File: src/rtl/pwm8_pkg.sv
package pwm8_pkg;
  typedef enum logic [1:0] {
    OUT_OFF    = 2'd0,
    OUT_TOGGLE = 2'd1,
    OUT_NONINV = 2'd2,
    OUT_INV    = 2'd3
  } out_mode_e;
endpackage

File: src/rtl/pwm_slope_counter.sv
// Counter that either wraps at the top or reverses direction at both ends.
module pwm_slope_counter #(
  parameter int W = 8
) (
  input  logic         clk,
  input  logic         rst,
  input  logic         restart,
  input  logic         tick,
  input  logic         dual,
  output logic [W-1:0] cnt_q,
  output logic [W-1:0] cnt_nxt,
  output logic         step,
  output logic         at_top
);
  localparam logic [W-1:0] TOP = {W{1'b1}};
  localparam logic [W-1:0] BOT = {W{1'b0}};
  localparam logic [W-1:0] ONE = {{(W-1){1'b0}}, 1'b1};

  logic up_q, up_nxt;

  assign step   = tick & ~restart;
  assign at_top = step & (cnt_q == TOP);

  always_comb begin
    cnt_nxt = cnt_q;
    up_nxt  = up_q;
    if (restart) begin
      cnt_nxt = BOT;
      up_nxt  = 1'b1;
    end else if (tick) begin
      if (!dual) begin
        cnt_nxt = (cnt_q == TOP) ? BOT : cnt_q + ONE;
        up_nxt  = 1'b1;
      end else if (up_q) begin
        if (cnt_q == TOP) begin
          cnt_nxt = TOP - ONE;
          up_nxt  = 1'b0;
        end else begin
          cnt_nxt = cnt_q + ONE;
        end
      end else begin
        if (cnt_q == BOT) begin
          cnt_nxt = BOT + ONE;
          up_nxt  = 1'b1;
        end else begin
          cnt_nxt = cnt_q - ONE;
        end
      end
    end
  end

  always_ff @(posedge clk) begin
    if (rst) begin
      cnt_q <= BOT;
      up_q  <= 1'b1;
    end else begin
      cnt_q <= cnt_nxt;
      up_q  <= up_nxt;
    end
  end
endmodule

File: src/rtl/pwm_cmp_shadow.sv
// Shadow and active compare registers; the active copy loads only on request.
module pwm_cmp_shadow #(
  parameter int W = 8
) (
  input  logic         clk,
  input  logic         rst,
  input  logic         wr_en,
  input  logic [W-1:0] wr_data,
  input  logic         load,
  output logic [W-1:0] act_q,
  output logic [W-1:0] act_nxt
);
  logic [W-1:0] shadow_q;
  logic [W-1:0] src;

  assign src     = wr_en ? wr_data : shadow_q;
  assign act_nxt = load ? src : act_q;

  always_ff @(posedge clk) begin
    if (rst) begin
      shadow_q <= '0;
      act_q    <= '0;
    end else begin
      shadow_q <= src;
      act_q    <= act_nxt;
    end
  end
endmodule

File: src/rtl/pwm_wave_gen.sv
// Output register: level compare of the next count, or toggle on equality.
module pwm_wave_gen #(
  parameter int W = 8
) (
  input  logic                clk,
  input  logic                rst,
  input  logic                restart,
  input  logic                step,
  input  logic                dual,
  input  pwm8_pkg::out_mode_e omode,
  input  logic [W-1:0]        cnt_nxt,
  input  logic [W-1:0]        ocr_nxt,
  output logic                pwm_q
);
  import pwm8_pkg::*;

  logic lvl_wrap, lvl_updn, hit, pwm_nxt;

  assign lvl_wrap = (cnt_nxt <= ocr_nxt);
  assign lvl_updn = (cnt_nxt <  ocr_nxt);
  assign hit      = (cnt_nxt == ocr_nxt);

  always_comb begin
    pwm_nxt = pwm_q;
    if (restart) begin
      pwm_nxt = 1'b0;
    end else if (step) begin
      case (omode)
        OUT_OFF:    pwm_nxt = 1'b0;
        OUT_TOGGLE: pwm_nxt = dual ? 1'b0 : (pwm_q ^ hit);
        OUT_NONINV: pwm_nxt = dual ? lvl_updn : lvl_wrap;
        OUT_INV:    pwm_nxt = dual ? ~lvl_updn : ~lvl_wrap;
        default:    pwm_nxt = 1'b0;
      endcase
    end
  end

  always_ff @(posedge clk) begin
    if (rst) pwm_q <= 1'b0;
    else     pwm_q <= pwm_nxt;
  end
endmodule

File: src/rtl/pwm_flags.sv
// Sticky overflow and match flags with write-one-to-clear; set wins.
module pwm_flags #(
  parameter int W = 8
) (
  input  logic         clk,
  input  logic         rst,
  input  logic         step,
  input  logic         dual,
  input  logic [W-1:0] cnt_nxt,
  input  logic [W-1:0] ocr_nxt,
  input  logic [1:0]   clr,
  output logic         ovf_q,
  output logic         mat_q
);
  localparam logic [W-1:0] TOP = {W{1'b1}};
  localparam logic [W-1:0] BOT = {W{1'b0}};

  logic ovf_set, mat_set;

  assign ovf_set = step & (dual ? (cnt_nxt == BOT) : (cnt_nxt == TOP));
  assign mat_set = step & (cnt_nxt == ocr_nxt);

  always_ff @(posedge clk) begin
    if (rst) begin
      ovf_q <= 1'b0;
      mat_q <= 1'b0;
    end else begin
      ovf_q <= ovf_set | (ovf_q & ~clr[0]);
      mat_q <= mat_set | (mat_q & ~clr[1]);
    end
  end
endmodule

File: src/rtl/pwm8_dual_timer.sv
module pwm8_dual_timer #(
  parameter int CNT_W = 8
) (
  input  logic             clk,
  input  logic             rst,
  input  logic             tick,
  input  logic             cfg_we,
  input  logic             cfg_dual,
  input  logic [1:0]       cfg_out,
  input  logic             cmp_we,
  input  logic [CNT_W-1:0] cmp_wdata,
  input  logic [1:0]       flag_clr,
  output logic             pwm_o,
  output logic             ovf_flag,
  output logic             match_flag
);
  import pwm8_pkg::*;

  logic             dual_q;
  out_mode_e        omode_q;
  logic [CNT_W-1:0] cnt_q, cnt_nxt;
  logic [CNT_W-1:0] ocr_act, ocr_nxt;
  logic             step, at_top;

  always_ff @(posedge clk) begin
    if (rst) begin
      dual_q  <= 1'b0;
      omode_q <= OUT_OFF;
    end else if (cfg_we) begin
      dual_q  <= cfg_dual;
      omode_q <= out_mode_e'(cfg_out);
    end
  end

  pwm_slope_counter #(.W(CNT_W)) u_cnt (
    .clk(clk), .rst(rst), .restart(cfg_we), .tick(tick), .dual(dual_q),
    .cnt_q(cnt_q), .cnt_nxt(cnt_nxt), .step(step), .at_top(at_top)
  );

  pwm_cmp_shadow #(.W(CNT_W)) u_cmp (
    .clk(clk), .rst(rst), .wr_en(cmp_we), .wr_data(cmp_wdata),
    .load(at_top | cfg_we), .act_q(ocr_act), .act_nxt(ocr_nxt)
  );

  pwm_wave_gen #(.W(CNT_W)) u_wave (
    .clk(clk), .rst(rst), .restart(cfg_we), .step(step), .dual(dual_q),
    .omode(omode_q), .cnt_nxt(cnt_nxt), .ocr_nxt(ocr_nxt), .pwm_q(pwm_o)
  );

  pwm_flags #(.W(CNT_W)) u_flags (
    .clk(clk), .rst(rst), .step(step), .dual(dual_q), .cnt_nxt(cnt_nxt),
    .ocr_nxt(ocr_nxt), .clr(flag_clr), .ovf_q(ovf_flag), .mat_q(match_flag)
  );
endmodule

File: config.mk
export PLATFORM = sky130hd
export DESIGN_NAME = pwm8_dual_timer
export DESIGN_NICKNAME = d
export VERILOG_FILES = /design/src/rtl/pwm8_pkg.sv /design/src/rtl/pwm_slope_counter.sv /design/src/rtl/pwm_cmp_shadow.sv /design/src/rtl/pwm_wave_gen.sv /design/src/rtl/pwm_flags.sv /design/src/rtl/pwm8_dual_timer.sv
export SDC_FILE = /design/constraint.sdc
export NUM_CORES = 1
export LEC_CHECK = 0
export CORE_MARGIN = 1.5
export CORE_UTILIZATION = 57
export CTS_CLUSTER_SIZE = 12
export DETAILED_ROUTE_END_ITERATION = 8
export HOLD_SLACK_MARGIN = 0.1
export PLACE_DENSITY = 0.91
export REMOVE_ABC_BUFFERS = 1
export SYNTH_ARGS = -nofsm -noshare
export SYNTH_HDL_FRONTEND = slang
export SYNTH_SLANG_ARGS = --single-unit
File: constraint.sdc
create_clock -name clk -period 4.55 [get_ports clk]
set_input_delay 1.1375 -clock clk [delete_from_list [all_inputs] [get_ports clk]]
set_output_delay 1.1375 -clock clk [all_outputs]
set_load 0.05 [all_outputs]
==> results of run 1 <==
==> stage by stage <==
| stage | power [mW] | util, % | hold WS (ps) | instances | setup TNS (ps) |
|---|---|---|---|---|---|
| 2_1_floorplan | 0.353 | - | 466 | 227 | 0 |
| 3_3_place_gp | 0.392 | 66.8 | 480 | 298 | 0 |
| 3_5_place_dp | 0.397 | 66.8 | 495 | 298 | -43.9 |
| 4_1_cts | 0.546 | 68.2 | 523 | 306 | 0 |
| 5_1_grt | 0.569 | 68.2 | 552 | 306 | 0 |
| 6_report | 0.545 | 68.2 | 524 | 306 | 0 |
==> layout make-up <==
| type | count | area share (%) |
|---|---|---|
| timing repair buffer | 25 | 10.2 |
| clock inverter | 1 | 0.215 |
| inverter | 12 | 1.93 |
| sequential | 31 | 26.6 |
| clock buffer | 7 | 1.93 |
| tap | 46 | 2.47 |
| multi-input combinational | 184 | 56.6 |
==> worst min path at each step <==
| stage | startpoint | endpoint | slack [ps] | cells after the start |
|---|---|---|---|---|
| 2_1_floorplan | u_cmp.act_q[1]$_SDFF_PP0_ | u_cmp.act_q[1]$_SDFF_PP0_ | 470 | 2 |
| 3_3_place_gp | u_flags.mat_q$_SDFF_PP0_ | u_flags.mat_q$_SDFF_PP0_ | 480 | 2 |
| 3_5_place_dp | u_cmp.act_q[3]$_SDFF_PP0_ | u_cmp.act_q[3]$_SDFF_PP0_ | 500 | 2 |
| 4_1_cts | u_cmp.act_q[3]$_SDFF_PP0_ | u_cmp.act_q[3]$_SDFF_PP0_ | 520 | 2 |
| 5_1_grt | u_flags.mat_q$_SDFF_PP0_ | u_flags.mat_q$_SDFF_PP0_ | 550 | 2 |
| 6_report | u_cmp.act_q[3]$_SDFF_PP0_ | u_cmp.act_q[3]$_SDFF_PP0_ | 520 | 2 |
==> power groups by stage <==
stage          registers [mW]  clock network [mW]  logic (mW)
5_1_grt                 0.292               0.165       0.112
3_3_place_gp            0.296                   0      0.0957
3_5_place_dp            0.297                   0      0.0998
2_1_floorplan           0.296                   0      0.0570
4_1_cts                 0.290               0.155       0.100
6_report                0.291               0.153       0.101
==> metal layers <==
metal | up-vias | part of all wire (%) | track usage, %
met3 | 16 | 9.9 | 6.07
met1 | 865 | 42 | 36.5
met5 | - | 0 | 0
li1 | 920 | - | -
met4 | 0 | 2.1 | 11.7
met2 | 114 | 46 | 42.8
==> synth_stat cells, types with 2 or more instances <==
cell type  instances  share of area, %
dfxtp_1           31                30
nor2_1            31               5.6
nor2b_1           13               3.9
inv_1             12               2.2
ha_1              11               6.6
mux2i_1           10               4.8
nor3_1            10               2.4
mux2_2             9               4.9
nand4_1            8               2.4
a21oi_1            7               1.7
clkbuf_1           7               1.3
nand2_1            7               1.3
nand2b_1           6               1.8
nand3_1            6               1.4
buf_2              4              0.97
nor3b_1            4               1.4
o21ai_0            4              0.97
o31ai_1            4               1.4
or3_1              3              0.91
a2111oi_0          2              0.85
a211oi_1           2              0.72
a21o_1             2              0.72
a31oi_1            2              0.60
a41oi_1            2              0.85
buf_4              2              0.72
buf_6              2               1.1
nor4_1             2              0.60
o2111ai_1          2              0.85
o211ai_1           2              0.72
o22ai_1            2              0.60
or4_4              2               1.1
xnor2_1            2              0.85
xor2_1             2              0.85
==> kinds of logic after synthesis <==
| kind of cell | after synthesis | synth area share [%] |
|---|---|---|
| adders and majority gates | 11 | 6.64 |
| DFF | 31 | 29.9 |
| and+or+nand+nor | 105 | 28.7 |
| buffers and inverters | 28 | 6.40 |
| xor gates and xnor gates | 4 | 1.69 |
| AOI/OAI and AO/OA | 45 | 16.9 |
| muxes | 19 | 9.72 |
==> worst register-to-register path, stage by stage (launching register included) <==
cell and delay [ps]:
dfxtp_1 560, inv_1 150, ha_1 260, nor3b_2 190
and2_2 230, o311ai_0 630, o311ai_4 280, inv_1 120
ha_1 150, nand4_1 160, or3_1 430, o311a_1 290
a2111oi_0 540
==> state kept, by name (all words and copies together), names as in the netlist <==
signal and cells:
omode_q 2, dual_q 1, u_cmp.act_q 8, u_flags.mat_q 1, u_wave.pwm_q 1, u_cnt.cnt_q 8
u_cmp.shadow_q 8, u_flags.ovf_q 1, u_cnt.up_q 1
==> results.json, run 1 <==
{
  "path_clk_slew_ps": 100,
  "ctsHoldBuffers": 0,
  "crit_required_ps": 4740,
  "fin_crit_sh_pct": 93.1,
  "crit_path_max_fanout": 15,
  "grt_first_pass_wirelength_um": 8640,
  "drive_gt1_share_pct": 12.7,
  "netlist_instances": 243,
  "path_cells": "clkdlybuf4s50_1 > buf_4 > nand2_1 > or2_2 > a211oi_1 > a31o_2 > ha_1 > nand4_1 > or3_1 > o311a_1 > a2111oi_0",
  "fmax_mhz": 236,
  "rows": 21,
  "worst_slew_pin_slew_ps": 749,
  "first_pass_iters": 5,
  "drtIter0Drc": 145,
  "rrSetupSlack_ps": 440,
  "clkSinkCount": 31,
  "postCtsSetupBuffers": 0,
  "dp_slack_ps": -43.9,
  "post_drt_wl_per_cell_um": 16.9,
  "multi_input_area_mm2": 0.00132,
  "overflow": 0,
  "timing.rr.end": "u_wave.pwm_q$_SDFFE_PP0P_",
  "maxCapViolCount": 0,
  "rr_worst_depth": 12,
  "insertion_delay_ps": 350,
  "leakage_nw": 0.932,
  "crit_path_start_kind": "input port",
  "hp-class": "reg2reg",
  "wirelength_um": 5160,
  "fin_ws_ps": 315,
  "ant_nets": 0,
  "ys_dominant_reg_cell": "dfxtp_1",
  "p_sw_share_pct": 27.9,
  "layout_common_cells": "nor2_1, dfxtp_1, clkdlybuf4s50_1, nor2b_1, inv_1",
  "grt_util_all_layers_pct": 27.4,
  "synth_area_mm2": 0.00207,
  "worstSetupPathType": "in2reg",
  "cp.depth": 11,
  "async_reset_ff_share_pct": 0,
  "fin_area_mm2": 0.00233,
  "areaGrowthSynthToFinish_pct": 12.4,
  "status": "finished clean",
  "viasPerCell": 6.26,
  "final-setup-viol-count": 0,
  "p_comb_share_pct": 18.6,
  "grt_pass1_vias": 1808,
  "coreArea_mm2": 0.00342,
  "grt_max_degree": 34,
  "root_buffer": "clkbuf_4",
  "placed_cell_area_mm2": 0.00228,
  "vdd_ir_drop_max_uv": 171,
  "max_slew_margin_pct": 50.0,
  "cts_resized": 0,
  "hpwl_um": 3690,
  "p_int_uw": 393,
  "dieWidth_um": 63.3,
  "path_buf_inv": 2,
  "period_needed_ps": 4230,
  "cp.arrival_ps": 4430,
  "ios": 21,
  "skew_ps": 11.9,
  "die_area_mm2": 0.00401,
  "cts.path.max_buffers": 2,
  "drcViolationCount": 0,
  "cp_top_family": "compound AO/OA/AOI/OAI gates",
  "synth_warnings": 0,
  "r2r-start": "u_cnt.cnt_q[0]$_SDFF_PP0_",
  "nFillCells": 280,
  "pwr-share-seq_pct": 53.4,
  "synth_seq_cells": 31,
  "rsz0062_at_grt": "false",
  "seq_area_um2": 621,
  "numPortBuffers": 20,
  "die_height_um": 63.3,
  "slew_violations": 0,
  "p_per_area_mw_per_mm2": 234,
  "endpoint_kind": "register",
  "numCtsBuffers": 5,
  "pwr-share-clk_pct": 28.1,
  "cts_max_level": 2,
  "synth_edf_count": 0,
  "setup.worst_path.start": "tick",
  "dr_total_vias": 1915,
  "p_sw_uw": 152,
  "antenna_found_initial": 0,
  "cpPeakStageDelay_ps": 610,
  "gp_congestion": 1.01,
  "start_util_pct": 60.7,
  "antenna_cells": 0,
  "hold_violations": 0,
  "cts_tree": "built",
  "nets": 288,
  "cpMaxStageDelayCell": "clkdlybuf4s50_1",
  "synth_cell_type_count": 61,
  "synth_area_per_cell_um2": 8.53,
  "critPathCapture": "u_wave.pwm_q$_SDFFE_PP0P_",
  "ys_seq_area_share_pct": 29.9
}
Power figures use the tool's default switching activity.
==> inputs of run 2 (changes only) <==
Settings changed: REMOVE_ABC_BUFFERS 1 to not set.
==> run 2 against run 1 <==
Effect of this change:
- fmax is 3.9% higher
- first-iteration DRC count is 42% higher
- sequential cell count stayed put
- die area stayed put
- setup slack better by 160 ps
- sequential share of layout area is 0.13 points lower
==> results.json, run 2 (synthesized netlist as in run 1, its figures left out) <==
{
  "status": "finished clean",
  "r2r-start": "u_cnt.cnt_q[1]$_SDFF_PP0_",
  "insertion_delay_ps": 340,
  "cts_tree": "built",
  "hold_start": "u_flags.mat_q$_SDFF_PP0_",
  "cp.arrival_ps": 4300,
  "hold_depth": 2,
  "met2_length_um": 2410,
  "areaGrowthSynthToFinish_pct": 13.0,
  "die_height_um": 63.3,
  "seq_area_um2": 621,
  "nFillCells": 295,
  "rows": 21,
  "numCtsBuffers": 5,
  "post_layout_nonfiller_instances": 305,
  "grt_first_pass_wirelength_um": 8460,
  "wl_met1_um": 2100,
  "worst_slew_pin_slew_ps": 714,
  "setup-tns-final_ps": 0,
  "cts.path.max_buffers": 2,
  "drcViolationCount": 0,
  "rsz0062_at_grt": "false",
  "coreArea_mm2": 0.00342,
  "dp_slack_ps": 105,
  "setup.worst_path.start": "tick",
  "vdd_ir_drop_max_uv": 251,
  "overflow": 0,
  "fmax_mhz": 245,
  "fin_ws_ps": 473,
  "ios": 21,
  "viasPerCell": 6.31,
  "endpoint_kind": "register",
  "top_regs": "u_cmp.act_q: 8 flops, u_cmp.shadow_q: 8 flops, u_cnt.cnt_q: 8 flops",
  "layout_common_cells": "nor2_1, dfxtp_1, clkdlybuf4s50_1, nor2b_1, inv_1",
  "worstSetupPathType": "in2reg",
  "skew_ps": 9.67,
  "wirelength_um": 5000,
  "routed.top_layer": "met4",
  "hold_violations": 0,
  "crit_path_start_kind": "input port",
  "grt_max_degree": 33,
  "path_clk_slew_ps": 100,
  "drtIter0Drc": 206,
  "synth_nets": 272,
  "dieWidth_um": 63.3,
  "rr_worst_depth": 11,
  "crit_required_ps": 4770,
  "ant_nets": 0,
  "cts_resized": 0,
  "antenna_found_initial": 0,
  "nets": 287,
  "final-setup-viol-count": 0,
  "fin_area_mm2": 0.00234,
  "ctsHoldBuffers": 0,
  "cts_max_level": 2,
  "maxCapViolCount": 0,
  "start_util_pct": 60.7,
  "dp.cells": 297,
  "drive_gt1_share_pct": 12.7,
  "max_slew_margin_pct": 52.3,
  "leakage_nw": 0.938,
  "gp_congestion": 1.01,
  "hp-class": "reg2reg",
  "p_per_area_mw_per_mm2": 246,
  "grt_util_all_layers_pct": 26.8,
  "postCtsSetupBuffers": 0,
  "fin_crit_sh_pct": 89.6,
  "numPortBuffers": 20,
  "clkSinkCount": 31,
  "placed_cell_area_mm2": 0.00227,
  "root_buffer": "clkbuf_4",
  "grt_pass1_vias": 1791,
  "hpwl_um": 3620,
  "die_area_mm2": 0.00401,
  "multi_input_area_mm2": 0.00132,
  "first_pass_iters": 8,
  "dr_total_vias": 1926,
  "crit_path_max_fanout": 6,
  "wl_met3_um": 404,
  "antenna_cells": 0,
  "post_drt_wl_per_cell_um": 16.4,
  "period_needed_ps": 4080,
  "slew_violations": 0
}
run 2: changes by cell type in the layout (fill, tap and decap cells not counted), sizes merged:
cell    before  now
buf          5    4
clkbuf       7    8
clkinv       1    0
run 2: final cells by class:
| class | instances | area share, % |
|---|---|---|
| clock buffers | 8 | 2.94 |
| inverters | 12 | 1.92 |
| repair buffers | 24 | 9.83 |
| multi-input cells | 184 | 56.4 |
| well taps | 46 | 2.46 |
| flip-flops and latches | 31 | 26.5 |
run 2: metrics by stage:
stage	hold WS, ps	utilization, %	power, mW
6_report	504	68.6	0.576
5_1_grt	553	68.6	0.603
4_1_cts	509	68.6	0.575
3_5_place_dp	483	66.6	0.397
3_3_place_gp	475	66.6	0.392
2_1_floorplan	466	-	0.362
run 2: layer usage:
layer  GRT usage, %  vias to the layer above
met1           34.4                      884
li1               -                      919
met3           6.96                       16
met4           10.3                        0
met5              0                        -
met2           43.2                      107
run 2: critical path, stage by stage:
cell and delay [ps]:
clkdlybuf4s50_1 570, nand3_2 170, a2111oi_0 420, nor3b_1 120, o211ai_1 170, inv_1 90
ha_1 300, nand4_1 200, or3_1 420, o311a_1 300, a2111oi_0 400
run 2: worst paths after layout:
path	endpoint	slack [ps]
worst min register to register	u_flags.mat_q$_SDFF_PP0_	500
worst max-delay path	u_wave.pwm_q$_SDFFE_PP0P_	470
worst min-delay path	u_flags.mat_q$_SDFF_PP0_	500
worst max register to register	u_wave.pwm_q$_SDFFE_PP0P_	740
run 2: where the power goes:
group	switching, mW	internal (mW)	total [mW]	leakage (nW)
logic	0.0513	0.0502	0.101	0.646
registers	0.00833	0.282	0.291	0.254
clock network	0.0929	0.0908	0.184	0.0386
total	0.153	0.423	0.576	0.938
==> inputs of run 3 (changes only) <==
Settings changed: CORE_MARGIN 1.5 to not set, CTS_CLUSTER_SIZE 12 to not set, REMOVE_ABC_BUFFERS set to 1.
==> run 3 against run 2 <==
Effect of this change:
- global-route usage is 1.9 points higher
- die area down 3.1%
- sequential cell count unchanged
- wire length is 7.5% higher
- clock skew decreased by 2.1 ps
- fmax fell by 6.8%
- cell area is 1.7% higher
- critical endpoint unchanged
==> results.json, run 3 (synthesized netlist as in run 1, its figures left out) <==
{
  "critPathCapture": "u_wave.pwm_q$_SDFFE_PP0P_",
  "antenna_cells": 0,
  "fmax_mhz": 229,
  "overflow": 0,
  "path_buf_inv": 2,
  "crit_path_max_fanout": 16,
  "seq_area_um2": 621,
  "postCtsSetupBuffers": 0,
  "dr_total_vias": 1961,
  "skew_ps": 7.52,
  "timing.rr.end": "u_wave.pwm_q$_SDFFE_PP0P_",
  "coreArea_mm2": 0.00342,
  "drtIter0Drc": 124,
  "die_height_um": 62.3,
  "rsz0062_at_grt": "false",
  "grt_pass1_vias": 1884,
  "drcViolationCount": 0,
  "worst_slew_pin_slew_ps": 689,
  "status": "finished clean",
  "grt_util_all_layers_pct": 28.7,
  "die_area_mm2": 0.00388,
  "cp.arrival_ps": 4570,
  "clkSinkCount": 31,
  "cp_top_family": "compound AO/OA/AOI/OAI gates",
  "nets": 290,
  "slew_violations": 0,
  "cpPeakStageDelay_ps": 600,
  "insertion_delay_ps": 340,
  "path_cells": "clkdlybuf4s50_1 > buf_4 > nand2_1 > or2_2 > a211oi_1 > a31o_2 > ha_1 > nand4_1 > or3_1 > o311a_1 > a2111oi_0",
  "r2r-start": "u_cnt.cnt_q[0]$_SDFF_PP0_",
  "cts_max_level": 2,
  "p_per_area_mw_per_mm2": 263,
  "hp-class": "reg2reg",
  "rrSetupSlack_ps": 440,
  "hpwl_um": 3820,
  "max_slew_margin_pct": 54.0,
  "setup-tns-final_ps": 0,
  "power_uw": 627,
  "viasPerCell": 6.37,
  "cpMaxStageDelayCell": "clkdlybuf4s50_1",
  "final-setup-viol-count": 0,
  "start_util_pct": 60.7,
  "post_drt_wl_per_cell_um": 17.4,
  "layout_common_cells": "nor2_1, dfxtp_1, clkdlybuf4s50_1, nor2b_1, inv_1",
  "drive_gt1_share_pct": 14.1,
  "maxCapViolCount": 0,
  "antenna_found_initial": 0,
  "numPortBuffers": 20,
  "setup.worst_path.start": "tick",
  "grt_first_pass_wirelength_um": 8730,
  "ant_nets": 0,
  "vdd_ir_drop_max_uv": 179,
  "rows": 21,
  "cts_tree": "built",
  "period_needed_ps": 4370,
  "worstSetupPathType": "in2reg",
  "leakage_nw": 0.960,
  "crit_required_ps": 4740,
  "path_clk_slew_ps": 100,
  "cts_resized": 0,
  "nFillCells": 292,
  "gp_congestion": 0.953,
  "fin_crit_sh_pct": 96.1,
  "multi_input_area_mm2": 0.00132,
  "numCtsBuffers": 5,
  "grt_max_degree": 33,
  "dieWidth_um": 62.3,
  "ios": 21,
  "endpoint_kind": "register",
  "rr_worst_depth": 11,
  "cp.depth": 11,
  "areaGrowthSynthToFinish_pct": 14.9,
  "ctsHoldBuffers": 0,
  "cts.path.max_buffers": 2,
  "hold_violations": 0,
  "root_buffer": "clkbuf_4",
  "top_regs": "u_cmp.act_q: 8 flops, u_cmp.shadow_q: 8 flops, u_cnt.cnt_q: 8 flops",
  "crit_path_start_kind": "input port",
  "wirelength_um": 5370,
  "first_pass_iters": 5
}
[run 3: cell types whose count changed in the layout (fill, tap and decap cells not counted)]
cell       change
clkbuf_1       -1
clkinv_2       +1
bufinv_16      +1
clkbuf_8       -1
buf_4          +3
[run 3: power by group]
| part | switching (mW) | total, mW | internal (mW) |
|---|---|---|---|
| Combinational | 0.0540 | 0.105 | 0.0512 |
| Clock | 0.101 | 0.231 | 0.130 |
| Sequential | 0.00891 | 0.291 | 0.282 |
| Total | 0.164 | 0.627 | 0.463 |
[run 3: through the flow]
stage	setup WS (ps)	std cells	hold slack, ps	utilization, %	cell area [um^2]
after floorplan	1110	227	466	-	1990
after global placement	260	300	480	67.2	2300
after detailed placement	149	300	505	67.2	2300
after CTS	370	308	529	69.7	2380
after global routing	134	308	553	69.7	2380
final	176	308	534	69.7	2380
[run 3: worst min path at each step]
stage / startpoint / end / depth (start not counted)
after floorplan: u_cmp.act_q[1]$_SDFF_PP0_ / u_cmp.act_q[1]$_SDFF_PP0_ / 2
after global placement: u_flags.mat_q$_SDFF_PP0_ / u_flags.mat_q$_SDFF_PP0_ / 2
after detailed placement: u_cmp.act_q[7]$_SDFF_PP0_ / u_cmp.act_q[7]$_SDFF_PP0_ / 2
after CTS: u_cmp.act_q[7]$_SDFF_PP0_ / u_cmp.act_q[7]$_SDFF_PP0_ / 2
after global routing: u_cmp.act_q[7]$_SDFF_PP0_ / u_cmp.act_q[7]$_SDFF_PP0_ / 2
final: u_flags.mat_q$_SDFF_PP0_ / u_flags.mat_q$_SDFF_PP0_ / 2
[run 3: final cells by class]
type                            count  share of cell area [%]
Clock buffer                        6                    2.15
Clock inverter                      2                    1.47
Inverter                           12                    1.89
Multi-Input combinational cell    184                    55.4
Sequential cell                    31                    26.1
Tap cell                           46                    2.42
Timing Repair Buffer               27                    10.6
[run 3: tightest hold or removal path, cell delays in order, from the launching register on]
cell	delay (ps)
dfxtp_1	350
a21oi_1	70
nor2_1	80
[run 3: per-layer routing]
metal / GRT usage [%] / routed length, um
met4: 14.8 / 182
met2: 44.5 / 2520
met3: 8.46 / 524
met5: 0 / 0
met1: 36.0 / 2150
